### src/rtl/frame_region_decoder.sv
module frame_region_decoder #(
  parameter int DW         = 12,
  parameter int DUMMY_COLS = 11,
  parameter int DARK_COLS  = 22,
  parameter int BUF_COLS   = 8,
  parameter int ACT_W      = 1024,
  parameter int DUMMY_ROWS = 1,
  parameter int DARK_ROWS  = 12,
  parameter int BUF_ROWS   = 8,
  parameter int ACT_H      = 1024
) (
  input  logic                     clk,
  input  logic                     rst,
  input  logic                     pix_valid,
  input  logic                     line_start,
  input  logic                     frame_start,
  input  logic [DW-1:0]            pix_data,
  output logic                     out_valid,
  output logic [2:0]               region_tag,
  output logic [$clog2(ACT_W)-1:0] act_x,
  output logic [$clog2(ACT_H)-1:0] act_y,
  output logic [DW-1:0]            dark_level
);

  localparam int C_DL0 = DUMMY_COLS;
  localparam int C_BL0 = C_DL0 + DARK_COLS;
  localparam int C_A0  = C_BL0 + BUF_COLS;
  localparam int C_BR0 = C_A0 + ACT_W;
  localparam int C_DR0 = C_BR0 + BUF_COLS;
  localparam int C_END = C_DR0 + DARK_COLS;

  localparam int R_DK0 = DUMMY_ROWS;
  localparam int R_BT0 = R_DK0 + DARK_ROWS;
  localparam int R_A0  = R_BT0 + BUF_ROWS;
  localparam int R_BB0 = R_A0 + ACT_H;
  localparam int R_DB0 = R_BB0 + BUF_ROWS;
  localparam int R_DM1 = R_DB0 + DARK_ROWS;
  localparam int R_END = R_DM1 + DUMMY_ROWS;

  localparam int CW    = $clog2(C_END + 1);
  localparam int RW    = $clog2(R_END + 1);
  localparam int XW    = $clog2(ACT_W);
  localparam int YW    = $clog2(ACT_H);
  localparam int REF_N = DARK_COLS - 2;
  localparam int NW    = $clog2(REF_N + 1);
  localparam int SW    = DW + NW;

  localparam logic [2:0] TG_DUMMY = 3'd0;
  localparam logic [2:0] TG_DKROW = 3'd1;
  localparam logic [2:0] TG_DKCOL = 3'd2;
  localparam logic [2:0] TG_BUF   = 3'd3;
  localparam logic [2:0] TG_ACT   = 3'd4;
  localparam logic [2:0] TG_OVER  = 3'd5;

  logic [CW-1:0] col_q, col_now, col_nxt;
  logic [RW-1:0] row_q, row_now, row_inc;
  logic [SW-1:0] acc_q;
  logic [NW-1:0] cnt_q;
  logic [DW-1:0] mean;
  logic [2:0]    tag_n;
  logic          boundary, take;
  int            c_i, r_i;

  assign boundary = line_start | frame_start;
  assign col_now  = boundary ? '0 : col_q;
  assign col_nxt  = (col_now == CW'(C_END)) ? col_now : col_now + 1'b1;
  assign row_inc  = (row_q == RW'(R_END)) ? row_q : row_q + 1'b1;
  assign row_now  = frame_start ? '0 : (line_start ? row_inc : row_q);
  assign c_i      = int'(col_now);
  assign r_i      = int'(row_now);

  always_comb begin
    if (c_i < C_DL0)                                    tag_n = TG_DUMMY;
    else if (c_i >= C_END)                              tag_n = TG_OVER;
    else if (r_i < R_DK0 || (r_i >= R_DM1 && r_i < R_END)) tag_n = TG_DUMMY;
    else if (r_i >= R_END)                              tag_n = TG_OVER;
    else if (r_i < R_BT0 || r_i >= R_DB0)               tag_n = TG_DKROW;
    else if (c_i < C_BL0 || c_i >= C_DR0)               tag_n = TG_DKCOL;
    else if (c_i < C_A0 || c_i >= C_BR0 || r_i < R_A0 || r_i >= R_BB0)
                                                        tag_n = TG_BUF;
    else                                                tag_n = TG_ACT;
  end

  assign take = pix_valid && (tag_n == TG_DKCOL) && (c_i > C_DL0) && (c_i < C_BL0 - 1);

  generate
    if (REF_N == 20) begin : g_div20
      localparam int PW = SW + 17;
      assign mean = DW'((PW'(acc_q >> 2) * PW'(52429)) >> 18);
    end else begin : g_divn
      assign mean = DW'(acc_q / SW'(REF_N));
    end
  endgenerate

  always_ff @(posedge clk) begin
    if (rst) begin
      col_q      <= '0;
      row_q      <= '0;
      acc_q      <= '0;
      cnt_q      <= '0;
      out_valid  <= 1'b0;
      region_tag <= TG_DUMMY;
      act_x      <= '0;
      act_y      <= '0;
      dark_level <= '0;
    end else begin
      col_q     <= pix_valid ? col_nxt : col_now;
      row_q     <= row_now;
      out_valid <= pix_valid;
      if (pix_valid) begin
        region_tag <= tag_n;
        act_x      <= (tag_n == TG_ACT) ? XW'(c_i - C_A0) : '0;
        act_y      <= (tag_n == TG_ACT) ? YW'(r_i - R_A0) : '0;
      end
      if (boundary) begin
        if (cnt_q == NW'(REF_N)) dark_level <= mean;
        acc_q <= '0;
        cnt_q <= '0;
      end else if (take) begin
        acc_q <= acc_q + SW'(pix_data);
        cnt_q <= cnt_q + 1'b1;
      end
    end
  end

endmodule

### config.mk
export PLATFORM = sky130hd
export DESIGN_NAME = frame_region_decoder
export DESIGN_NICKNAME = d
export VERILOG_FILES = /design/src/rtl/frame_region_decoder.sv
export SDC_FILE = /design/constraint.sdc
export NUM_CORES = 1
export LEC_CHECK = 0
export BUFFER_PORTS_ARGS = -buffer_cell sky130_fd_sc_hd__buf_2
export CORE_UTILIZATION = 47
export CTS_CLUSTER_SIZE = 8
export DETAILED_ROUTE_END_ITERATION = 7
export GPL_TIMING_DRIVEN = 0
export PLACE_DENSITY_LB_ADDON = 0.12
export SLEW_MARGIN = 40
export SYNTH_ARGS = -nofsm -noshare
export SYNTH_HDL_FRONTEND = slang
export SYNTH_SLANG_ARGS = --single-unit
### constraint.sdc
create_clock -name clk -period 11.1 [get_ports clk]
set_input_delay 0 -clock clk [delete_from_list [all_inputs] [get_ports clk]]
set_output_delay 0 -clock clk [all_outputs]
set_load 0.01 [all_outputs]
Word level (Yosys, flattened, before mapping) --
Index checks and enable logic that the tools add are counted.
Operators by class: equal/unequal tests 5, mux-type cells 15, bitwise logic cells 1, multiply operators 1, order comparisons 16, reduce and logical (&&, ||, !) cells 12, $add $sub $neg 6
Operator list (count):
- 11-bit greater-or-equal comparator (second input constant) | 7
- 11-bit two-way mux | 6
- 11-bit by 6-bit < comparator with 1-bit output (second input constant) | 3
- 15-bit by 16-bit multiplier with 30-bit output (second input constant) | 1
- 11-bit by 1-bit adder with 11-bit output (second input constant) | 2
- 11-bit == test (second input constant) | 2
- 11-bit by 4-bit < comparator with 1-bit output (second input constant) | 2
- 3-bit two-way mux | 7
- 10-bit two-way mux | 2
- 17-bit by 12-bit adder with 17-bit output | 1
- 11-bit by 4-bit greater-than comparator with 1-bit output (second input constant) | 1
- 11-bit by 1-bit < comparator with 1-bit output (second input constant) | 1
- 11-bit < comparator (second input constant) | 1
- 11-bit by 5-bit < comparator with 1-bit output (second input constant) | 1
- 10-bit by 5-bit subtractor with 10-bit output (second input constant) | 1
- 10-bit by 6-bit subtractor with 10-bit output (second input constant) | 1
- 1-bit logical OR | 6
- 5-bit by 1-bit adder with 5-bit output (second input constant) | 1
- 5-bit == test (second input constant) | 1
- 1-bit logical AND | 4
- 3-bit by 2-bit == test with 1-bit output (second input constant) | 1
- 3-bit == test (second input constant) | 1
- 2-bit AND reduction | 1
- 2-bit OR reduction | 1
- 1-bit bitwise OR | 1
Storage, ports and cells: output and inout port bits 36, flip-flop bits (word level) 80, input port bits 17, logic and storage cells 65

Longest topological paths before layout --
Gate-level depths: netlist of the first run.
depth after elaboration 18, gate-level depth with buffers 21, gate-level depth less buffers 21

Worst setup path after synthesis of the first run --
No wires, ideal clock.
kind reg2reg, start register acc_q[6], end register dark_level[5], data arrival time 5.381 ns, path slack 5.602 ns, cell stages (with the launch flop) 20, path through dfxtp_1 > inv_1 > ha_1 > fa_1 > fa_1 > inv_1 > fa_1 > inv_1 > fa_1 > inv_1 > ha_1 > ha_1 > a21o_1 > a2111oi_1 > a221oi_1 > or2_2 > a31oi_1 > o21ai_0 > xor2_1 > a22o_1
On the way: longest elaborated chain between the ends 1
Ends and longest elaborated chain:
- from (decl) | line 57 | logic [SW-1:0] acc_q;
- from (signal assigned) | line 120 | acc_q <= acc_q + SW'(pix_data);
- 15-bit by 16-bit multiplier with 30-bit output | line 89 | assign mean = DW'((PW'(acc_q >> 2) * PW'(52429)) >> 18);
- to (signal assigned) | line 116 | if (cnt_q == NW'(REF_N)) dark_level <= mean;
- to (decl) | line 22 | output logic [DW-1:0] dark_level
Every way passes these cells. A chain may end at the register's enable or synchronous reset.

Final worst setup path of the first run --
start register acc_q[6], end register dark_level[10]
The elaborated chain is that of the path after synthesis.

==> results of run 1 <==
## sequential cells by signal, summed over array words and instances (netlist names)
signal / cells
cnt_q: 5
out_valid: 1
acc_q: 17
dark_level: 12
row_q: 11
region_tag: 3
act_x: 10
act_y: 10
col_q: 11
## worst max-delay path by stage
stage / endpoint / slack [ns] / cells past startpoint
detailed placement: dark_level[10]$_SDFFE_PP0P_ / 4.99 / 16
finish: dark_level[10]$_SDFFE_PP0P_ / 4.95 / 19
global placement: dark_level[10]$_SDFFE_PP0P_ / 4.99 / 16
global route: dark_level[10]$_SDFFE_PP0P_ / 4.52 / 19
floorplan: dark_level[5]$_SDFFE_PP0P_ / 5.60 / 19
CTS: dark_level[10]$_SDFFE_PP0P_ / 4.95 / 16
## cells by family after synthesis
kind of cell | share of synthesized area [%]
and+or+nand+nor | 15.5
adders and majority gates | 34.9
AOI/OAI and AO/OA | 14.9
buffers and inverters | 7.86
DFF | 19.8
xor gates and xnor gates | 4.86
muxes | 2.15
## cells in the mapped netlist (4+ instances only)
| cell | instances |
|---|---|
| fa_1 | 60 |
| nor3_1 | 21 |
| mux2i_1 | 14 |
| o21ai_0 | 29 |
| dfxtp_1 | 80 |
| ha_1 | 130 |
| xor2_1 | 14 |
| nor2b_1 | 6 |
| o21a_1 | 7 |
| clkbuf_1 | 17 |
| a31oi_1 | 14 |
| nand4_1 | 6 |
| o31a_1 | 5 |
| a22o_1 | 19 |
| nand2b_1 | 4 |
| nand2_1 | 62 |
| nand3_1 | 24 |
| or2_2 | 4 |
| xnor2_1 | 31 |
| and3_1 | 8 |
| inv_1 | 135 |
| a21oi_1 | 39 |
| a21o_1 | 5 |
| nor2_1 | 67 |
| buf_2 | 8 |
| o31ai_1 | 5 |
| or4_1 | 4 |
| o41ai_1 | 6 |
| or3_1 | 10 |
| and4_1 | 5 |
## power groups by stage
stage	logic (mW)	registers (mW)	clock network, mW
floorplan	0.0235	0.295	0
global placement	0.0353	0.295	0
detailed placement	0.0352	0.295	0
CTS	0.0354	0.289	0.363
global route	0.0399	0.289	0.372
finish	0.0354	0.289	0.358
## worst min-delay path, stage by stage
cell     delay, ns
buf_2         0.08
ha_1          0.12
mux2i_1       0.06
nor2_1        0.09
## cell type report
class,count,area [um^2]
clock buffers,10,239
flip-flops and latches,80,1600
clock inverters,6,116
plain buffers,28,130
well taps,220,275
repair buffers,51,255
multi-input cells,671,5870
inverters,135,507
fillers,1614,7700
## layer usage
layer / share of wire [%] / routed length, um / vias to the layer above
li1: - / - / 3292
met1: 54 / 9640 / 3040
met2: 43 / 7660 / 73
met3: 2.4 / 429 / 14
met4: 1.1 / 199 / 0
met5: 0 / 0 / -
## through the flow
step | cell area, um^2 | worst slack [ns] | total power [mW] | hold slack (ns)
floorplan | 8100 | 5.60 | 0.318 | 0.213
detailed placement | 8640 | 4.99 | 0.330 | 0.395
global route | 9000 | 4.52 | 0.701 | 0.0585
global placement | 8630 | 4.99 | 0.330 | 0.385
CTS | 9000 | 4.95 | 0.687 | 0.0394
finish | 9000 | 4.95 | 0.682 | 0.0467
==> flow_summary_export.csv, run 1 <==
group,metric,value,unit
status,status,"completed",
cts,cts_setup_buffers,0,
layout,mostFrequentLayoutCell,"inv_1",
drt,drc_errors,0,
drt,num_vias,6419,
min_path,min_to,"acc_q[0]$_SDFFE_PP0P_",
drt,viasPerCell,5.34,
cts,clock_sinks,80,
floorplanning,core-area,16700,um^2
cts,ctsResizeCount,0,
layout,final_util,53.9,%
power,ir_worst_vdd,0.0721,mV
global_route,top_usage_layer,"met1",
synth,yosys_warnings,0,
power,power.density,75.8,nW/um^2
layout,syn_to_final_growth,11.0,%
placement,place_inst,1185,
sta,finalHoldViolCount,0,
power,power.switching,155,uW
critical_path,r2r-start,"acc_q[6]$_SDFFE_PP0P_",
placement,place_congestion,0.873,
sta,fmax,163,MHz
placement,port_buffers,51,
sta,max_slew.worst_pin.slew,0.716,ns
sta,rsz0062_at_grt,"no",
synth,synth_nets,1121,
global_route,grt_use_met3,2.74,%
layout,diodes,0,
synth,netlist_area,8100,um^2
drt,wl_per_cell,14.9,um
critical_path,worst_r2r_path_depth,19,
global_route,met2_usage,32.4,%
sta,slew_headroom,52.1,%
sta,skew,0.00943,ns
cts,cts_root_buffer,"clkbuf_16",
floorplanning,die_area,17800,um^2
critical_path,critPathKind,"reg -> reg",
global_route,grt_util_met1,32.8,%
power,cellLeakagePower,4.54,nW
synth,ys_ff_latch,80,
cts,clk_pin_slew,0.06,ns
synth,yosysSeqAreaShare,19.8,%
drt,drt-total-wl,17.9,mm
critical_path,crit_start,"acc_q[6]$_SDFFE_PP0P_",
critical_path,slowest_stage,"a2111oi_1",
sta,setup_violations,0,
cts,cts_inserted_buffers,9,
floorplanning,start_util,48.5,%
critical_path,cp-start-kind,"register",
min_path,min_path_type,"in -> reg",
synth,yosysUniqueCellTypes,78,
layout,mostFrequentLayoutCells,"inv_1, ha_1, dfxtp_1, nor2_1, nand2_1",
global_route,grt_max_degree,15,
cts,cts_tree,"yes",
layout,finalNonFillerCells,1201,
power,p_int,527,uW
global_route,track_usage,21.7,%
drt,dr.pass1.iters,5,
synth,synth_ff_type,"dfxtp_1",
synth,synth_top_area_cell,"ha_1",
critical_path,cp_top_family,"adder cells",
critical_path,slowest_delay,0.64,ns
floorplanning,die_height,133,um
layout,nNetsFinal,1183,
synth,ys_async_sr_fraction,0,%
power,p_clk_share,52.5,%
floorplanning,rows,47,
min_path,hp-start,"pix_data[0]",
power,switching_share,22.7,%
floorplanning,ioPinCount,53,
synth,netlist_instances,914,
sta,min_period_over_period,55.4,%
critical_path,critPathBufInv,4,
global_route,antenna_found_initial,0,
sta,finalSetupTns,0,ns
critical_path,reg2reg_slack,4.95,ns
cts,clock_path_buffers,2,
min_path,hold_depth,4,
drt,antenna_left,0,
layout,drive_gt1_share,10.4,%
global_route,grt-ovfl-total,0,
synth,yosysTopAreaCellShare,20.1,%
sta,min_period,6.15,ns
sta,slew_violations,0,
cts,htree_levels,3,
job,cap_viol_max_count,0,
critical_path,r2r_end,"dark_level[10]$_SDFFE_PP0P_",
critical_path,critPathCaptureType,"register",
critical_path,crit_fanout,6,
power,combinationalPowerShare,5.2,%
critical_path,cp.arrival,6.38,ns
critical_path,required,11.33,ns
critical_path,path_cells,"inv_1 > ha_1 > fa_1 > fa_1 > inv_1 > fa_1 > inv_1 > fa_1 > inv_1 > ha_1 > ha_1 > a21o_1 > a2111oi_1 > a221oi_1 > nor3b_1 > o311ai_0 > a41oi_1 > xor2_1 > o21ai_0",
synth,ys_top_cells_by_area,"ha_1, dfxtp_1, fa_1",
synth,synth_area_per_cell,8.87,um^2
placement,dp_hpwl,14.7,mm
drt,drtIter0Drc,275,
cts,clk_latency,0.35,ns
cts,ctsHoldBuffers,0,
synth,synth_edf_count,0,
floorplanning,floorplan.die.width,133,um
global_route,grt_pass1_vias,6165,
power,p_seq_share,42.3,%
global_route,grt_pass1_wl,30.7,mm
Note: power is estimated with default switching activity, not from simulation.
==> run 2: changes to the inputs <==
==> constraint.sdc (replaced) <==
create_clock -name clk -period 6.1 [get_ports clk]
set_input_delay 0 -clock clk [delete_from_list [all_inputs] [get_ports clk]]
set_output_delay 0 -clock clk [all_outputs]
set_load 0.01 [all_outputs]
==> flow_summary_export.csv, run 2 (synthesis results as in run 1) <==
group,metric,value,unit
placement,port_buffers,51,
cts,htree_levels,3,
drt,drtIter0Drc,284,
layout,final_area,9040,um^2
power,ir_worst_vdd,0.131,mV
floorplanning,die_height,133,um
power,finalPower,1.24,mW
power,power.switching,282,uW
layout,nFillCells,1609,
power,power.density,137,nW/um^2
global_route,grt_max_degree,15,
global_route,grt_pass1_wl,30.7,mm
job,cap_viol_max_count,0,
layout,drive_gt1_share,10.9,%
drt,dr.pass1.iters,5,
floorplanning,ioPinCount,53,
critical_path,critPathKind,"reg -> reg",
cts,clock_path_buffers,2,
layout,seq_area,1600,um^2
floorplanning,die_area,17800,um^2
placement,place_area,8640,um^2
layout,nNetsFinal,1183,
cts,clk_pin_slew,0.06,ns
global_route,grt-ovfl-total,0,
power,p_seq_share,42.3,%
critical_path,crit_fanout,6,
drt,num_vias,6422,
cts,cts_inserted_buffers,9,
min_path,hp-start,"pix_data[0]",
cts,clk_latency,0.35,ns
sta,skew,0.00906,ns
global_route,track_usage,21.7,%
floorplanning,core-area,16700,um^2
sta,min_period_over_period,94.0,%
critical_path,critPathCaptureType,"register",
sta,finalHoldViolCount,0,
power,switching_share,22.7,%
floorplanning,rows,47,
placement,dp_hpwl,14.7,mm
floorplanning,floorplan.die.width,133,um
sta,fmax,174,MHz
layout,mostFrequentLayoutCell,"inv_1",
layout,multi_input_comb_area,5910,um^2
sta,min_period,5.74,ns
cts,cts_tree,"yes",
sta,slew_violations,0,
global_route,grt_pass1_vias,6165,
power,combinationalPowerShare,5.2,%
critical_path,required,6.34,ns
critical_path,r2r-start,"acc_q[6]$_SDFFE_PP0P_",
sta,max_slew.worst_pin.slew,0.733,ns
floorplanning,start_util,48.5,%
power,cellLeakagePower,4.55,nW
cts,cts_root_buffer,"clkbuf_16",
layout,regMostFlops,"acc_q",
drt,antenna_left,0,
status,status,"completed",
layout,syn_to_final_growth,11.5,%
layout,largest_reg_flops,17,
layout,reg_top3,"acc_q (17), dark_level (12)",
layout,diodes,0,
critical_path,cp.arrival,5.98,ns
drt,drt-total-wl,18.0,mm
sta,rsz0062_at_grt,"no",
cts,clock_sinks,80,
layout,finalNonFillerCells,1201,
min_path,min_path_type,"in -> reg",
power,p_int,960,uW
drt,viasPerCell,5.35,
cts,ctsHoldBuffers,0,
placement,place_congestion,0.873,
critical_path,cp-start-kind,"register",
layout,mostFrequentLayoutCells,"inv_1, ha_1, dfxtp_1, nor2_1, nand2_1",
sta,slew_headroom,51.0,%
sta,setup_violations,0,
placement,place_inst,1185,
critical_path,crit_start,"acc_q[6]$_SDFFE_PP0P_",
global_route,antenna_found_initial,0,
drt,drc_errors,0,
drt,wl_per_cell,15.0,um
power,p_clk_share,52.5,%
[run 2: worst paths after layout]
path	endpoint	slack (ns)	depth (start not counted)
worst max register to register	dark_level[5]$_SDFFE_PP0P_	0.36	19
worst min-delay path	acc_q[0]$_SDFFE_PP0P_	0.05	4
worst min register to register	dark_level[10]$_SDFFE_PP0P_	0.45	2
worst max-delay path	dark_level[5]$_SDFFE_PP0P_	0.36	19
[run 2: layout make-up]
type / count / share of cell area [%]
buffer: 28 / 1.44
clock buffer: 10 / 2.64
clock inverter: 6 / 1.29
inverter: 135 / 5.61
multi-input combinational: 671 / 65.4
sequential: 80 / 17.7
tap: 220 / 3.05
timing repair buffer: 51 / 2.82
[run 2: through the flow]
step / utilization, % / hold WS, ns / TNS (ns) / setup slack, ns
final: 54.1 / 0.0466 / 0 / 0.363
after global routing: 54.1 / 0.0585 / 0 / 0.0143
after CTS: 53.9 / 0.0394 / 0 / 0.133
after detailed placement: 51.7 / 0.395 / -0.0136 / -0.0136
after global placement: 51.7 / 0.385 / -0.00648 / -0.00648
after floorplan: - / 0.213 / 0 / 0.602
[run 2: power groups by stage]
stage,clock [mW],combinational [mW],sequential (mW)
2_1_floorplan,0,0.0428,0.537
3_3_place_gp,0,0.0642,0.537
3_5_place_dp,0,0.0641,0.537
4_1_cts,0.660,0.0645,0.525
5_1_grt,0.677,0.0726,0.525
6_report,0.652,0.0643,0.525
[run 2: timing repair]
action,in CTS,in global routing
setup buffers,0,0
setup endpoints to repair,2,4
gates resized for setup,1,6
pin swaps,0,1
gates cloned,0,0
[run 2: worst max-delay path, cell delays in order, from the launching register on]
cell and delay [ns]:
dfxtp_1 0.46, inv_1 0.08, ha_1 0.34, fa_1 0.59, inv_1 0.10, fa_1 0.51, fa_1 0.50, inv_1 0.05
fa_1 0.53, inv_1 0.04, ha_1 0.28, ha_1 0.31, a21oi_1 0.14, a21oi_1 0.10, a221o_1 0.39, or3_1 0.41
a31oi_2 0.26, o21ai_0 0.15, xor2_1 0.18, a22o_1 0.21
[run 2: routing by layer]
layer  vias up  track usage (%)  part of all wire [%]
met1      3038             32.8                    54
met3        14             2.74                   2.3
met5         -                0                     0
met2        77             32.4                    43
met4         0             5.43                   1.1
li1       3293                -                     -
==> run 3: changes to the inputs <==
==> constraint.sdc (replaced) <==
create_clock -name clk -period 5.35 [get_ports clk]
set_input_delay 0 -clock clk [delete_from_list [all_inputs] [get_ports clk]]
set_output_delay 0 -clock clk [all_outputs]
set_load 0.01 [all_outputs]
==> flow_summary_export.csv, run 3 (synthesis results as in run 1) <==
group,metric,value,unit
critical_path,cp.arrival,5.55,ns
drt,viasPerCell,5.40,
layout,drive_gt1_share,15.8,%
power,p_seq_share,47.1,%
cts,clock_path_buffers,2,
critical_path,cp-start-kind,"register",
power,ir_worst_vdd,0.147,mV
cts,clk_latency,0.34,ns
floorplanning,core-area,16700,um^2
layout,syn_to_final_growth,14.6,%
sta,slew_violations,0,
critical_path,critPathCaptureType,"register",
floorplanning,die_area,17800,um^2
placement,port_buffers,51,
global_route,grt_pass1_vias,6365,
power,power.switching,304,uW
critical_path,reg2reg_slack,0.04,ns
placement,place_congestion,0.866,
layout,mostFrequentLayoutCells,"inv_1, ha_1, nor2_1, dfxtp_1, nand2_1",
cts,clk_pin_slew,0.06,ns
floorplanning,die_height,133,um
drt,dr.pass1.iters,5,
status,status,"completed",
cts,cts_tree,"yes",
layout,regMostFlops,"acc_q",
sta,max_slew.worst_pin.slew,0.797,ns
layout,nFillCells,1618,
drt,antenna_left,0,
layout,final_area,9290,um^2
power,power.density,136,nW/um^2
critical_path,r2r_end,"dark_level[5]$_SDFFE_PP0P_",
layout,reg_top3,"acc_q (17), dark_level (12)",
sta,setup_violations,0,
layout,mostFrequentLayoutCell,"inv_1",
power,combinationalPowerShare,5.9,%
sta,finalHoldViolCount,0,
layout,final_util,55.6,%
global_route,grt_max_degree,14,
floorplanning,floorplan.die.width,133,um
floorplanning,rows,47,
cts,clock_sinks,80,
layout,nNetsFinal,1194,
sta,min_period,5.31,ns
placement,place_area,8650,um^2
cts,htree_levels,3,
critical_path,crit_fanout,3,
min_path,min_path_type,"in -> reg",
global_route,track_usage,22.3,%
critical_path,crit_start,"acc_q[3]$_SDFFE_PP0P_",
global_route,antenna_found_initial,0,
cts,cts_root_buffer,"clkbuf_16",
layout,largest_reg_flops,17,
critical_path,cp-endpoint,"dark_level[5]$_SDFFE_PP0P_",
job,cap_viol_max_count,0,
power,switching_share,24.1,%
sta,slew_headroom,46.7,%
power,p_int,956,uW
drt,drt-total-wl,18.9,mm
floorplanning,start_util,48.5,%
sta,min_period_over_period,99.3,%
global_route,grt_pass1_wl,31.7,mm
sta,fmax,188,MHz
cts,cts_inserted_buffers,9,
sta,skew,0.00690,ns
drt,drc_errors,0,
critical_path,critPathKind,"reg -> reg",
power,p_clk_share,47.0,%
drt,drtIter0Drc,352,
sta,rsz0062_at_grt,"yes",
critical_path,required,5.59,ns
placement,dp_hpwl,15.0,mm
cts,ctsHoldBuffers,0,
critical_path,r2r-start,"acc_q[3]$_SDFFE_PP0P_",
drt,num_vias,6544,
power,cellLeakagePower,4.60,nW
critical_path,worst_r2r_path_depth,20,
floorplanning,ioPinCount,53,
drt,wl_per_cell,15.6,um
global_route,grt-ovfl-total,0,
layout,diodes,0,
[run 3: stage by stage]
step | setup TNS [ns] | total power [mW] | hold WS (ns) | setup WS, ns | instances
after floorplan | 0 | 0.661 | 0.213 | 0.0145 | 914
after global placement | -3.38 | 0.685 | 0.385 | -0.585 | 1185
after detailed placement | -3.57 | 0.685 | 0.379 | -0.593 | 1185
after CTS | 0 | 1.27 | 0.0222 | 0.00481 | 1207
after global routing | -0.946 | 1.31 | 0.0557 | -0.158 | 1212
final | 0 | 1.26 | 0.0265 | 0.0355 | 1212
[run 3: per-layer routing]
layer | vias to the layer above | routed length [um] | track usage, %
met2 | 101 | 8420 | 35.0
met1 | 3132 | 9780 | 32.4
li1 | 3302 | - | -
met5 | - | 0 | 0
met4 | 0 | 146 | 5.05
met3 | 9 | 550 | 3.12
[run 3: worst min-delay path by stage]
stage / from / end / slack, ns / depth (start not counted)
6_report: pix_data[0] / acc_q[0]$_SDFFE_PP0P_ / 0.03 / 4
5_1_grt: pix_data[0] / acc_q[0]$_SDFFE_PP0P_ / 0.06 / 4
4_1_cts: pix_data[0] / acc_q[0]$_SDFFE_PP0P_ / 0.02 / 4
3_5_place_dp: pix_data[0] / acc_q[0]$_SDFFE_PP0P_ / 0.38 / 4
3_3_place_gp: pix_data[0] / acc_q[0]$_SDFFE_PP0P_ / 0.39 / 4
2_1_floorplan: rst / acc_q[13]$_SDFFE_PP0P_ / 0.21 / 2
[run 3: final cells by class]
class / instances / area, um^2 / area share (%)
Clock buffer: 11 / 253 / 2.72
Sequential cell: 80 / 1640 / 17.7
Multi-Input combinational cell: 671 / 6110 / 65.8
Clock inverter: 5 / 31.3 / 0.337
Buffer: 28 / 130 / 1.40
Inverter: 135 / 507 / 5.45
Timing Repair Buffer: 62 / 342 / 3.68
Tap cell: 220 / 275 / 2.96
[run 3: worst max-delay path, stage by stage, from the launching register on]
cell	delay (ns)
dfxtp_4	0.37
ha_4	0.28
inv_2	0.04
fa_1	0.48
buf_4	0.16
fa_1	0.50
inv_1	0.05
fa_1	0.47
inv_1	0.05
fa_1	0.49
inv_2	0.05
ha_4	0.27
ha_4	0.19
a21o_1	0.22
a2111oi_4	0.44
nand2b_1	0.09
or3_4	0.39
a31oi_4	0.23
o21ai_2	0.07
xor2_1	0.16
a22o_1	0.19
[run 3: repair_timing]
item	CTS	global route
buffers inserted	6	5
endpoints found under the setup margin	11	11
resized for setup	41	21
pin swaps	14	21
[run 3: power groups by stage]
stage,Clock [mW],Combinational [mW],Sequential [mW]
6_report,0.592,0.0743,0.594
2_1_floorplan,0,0.0488,0.612
4_1_cts,0.606,0.0736,0.594
5_1_grt,0.633,0.0824,0.594
3_3_place_gp,0,0.0728,0.612
3_5_place_dp,0,0.0731,0.612
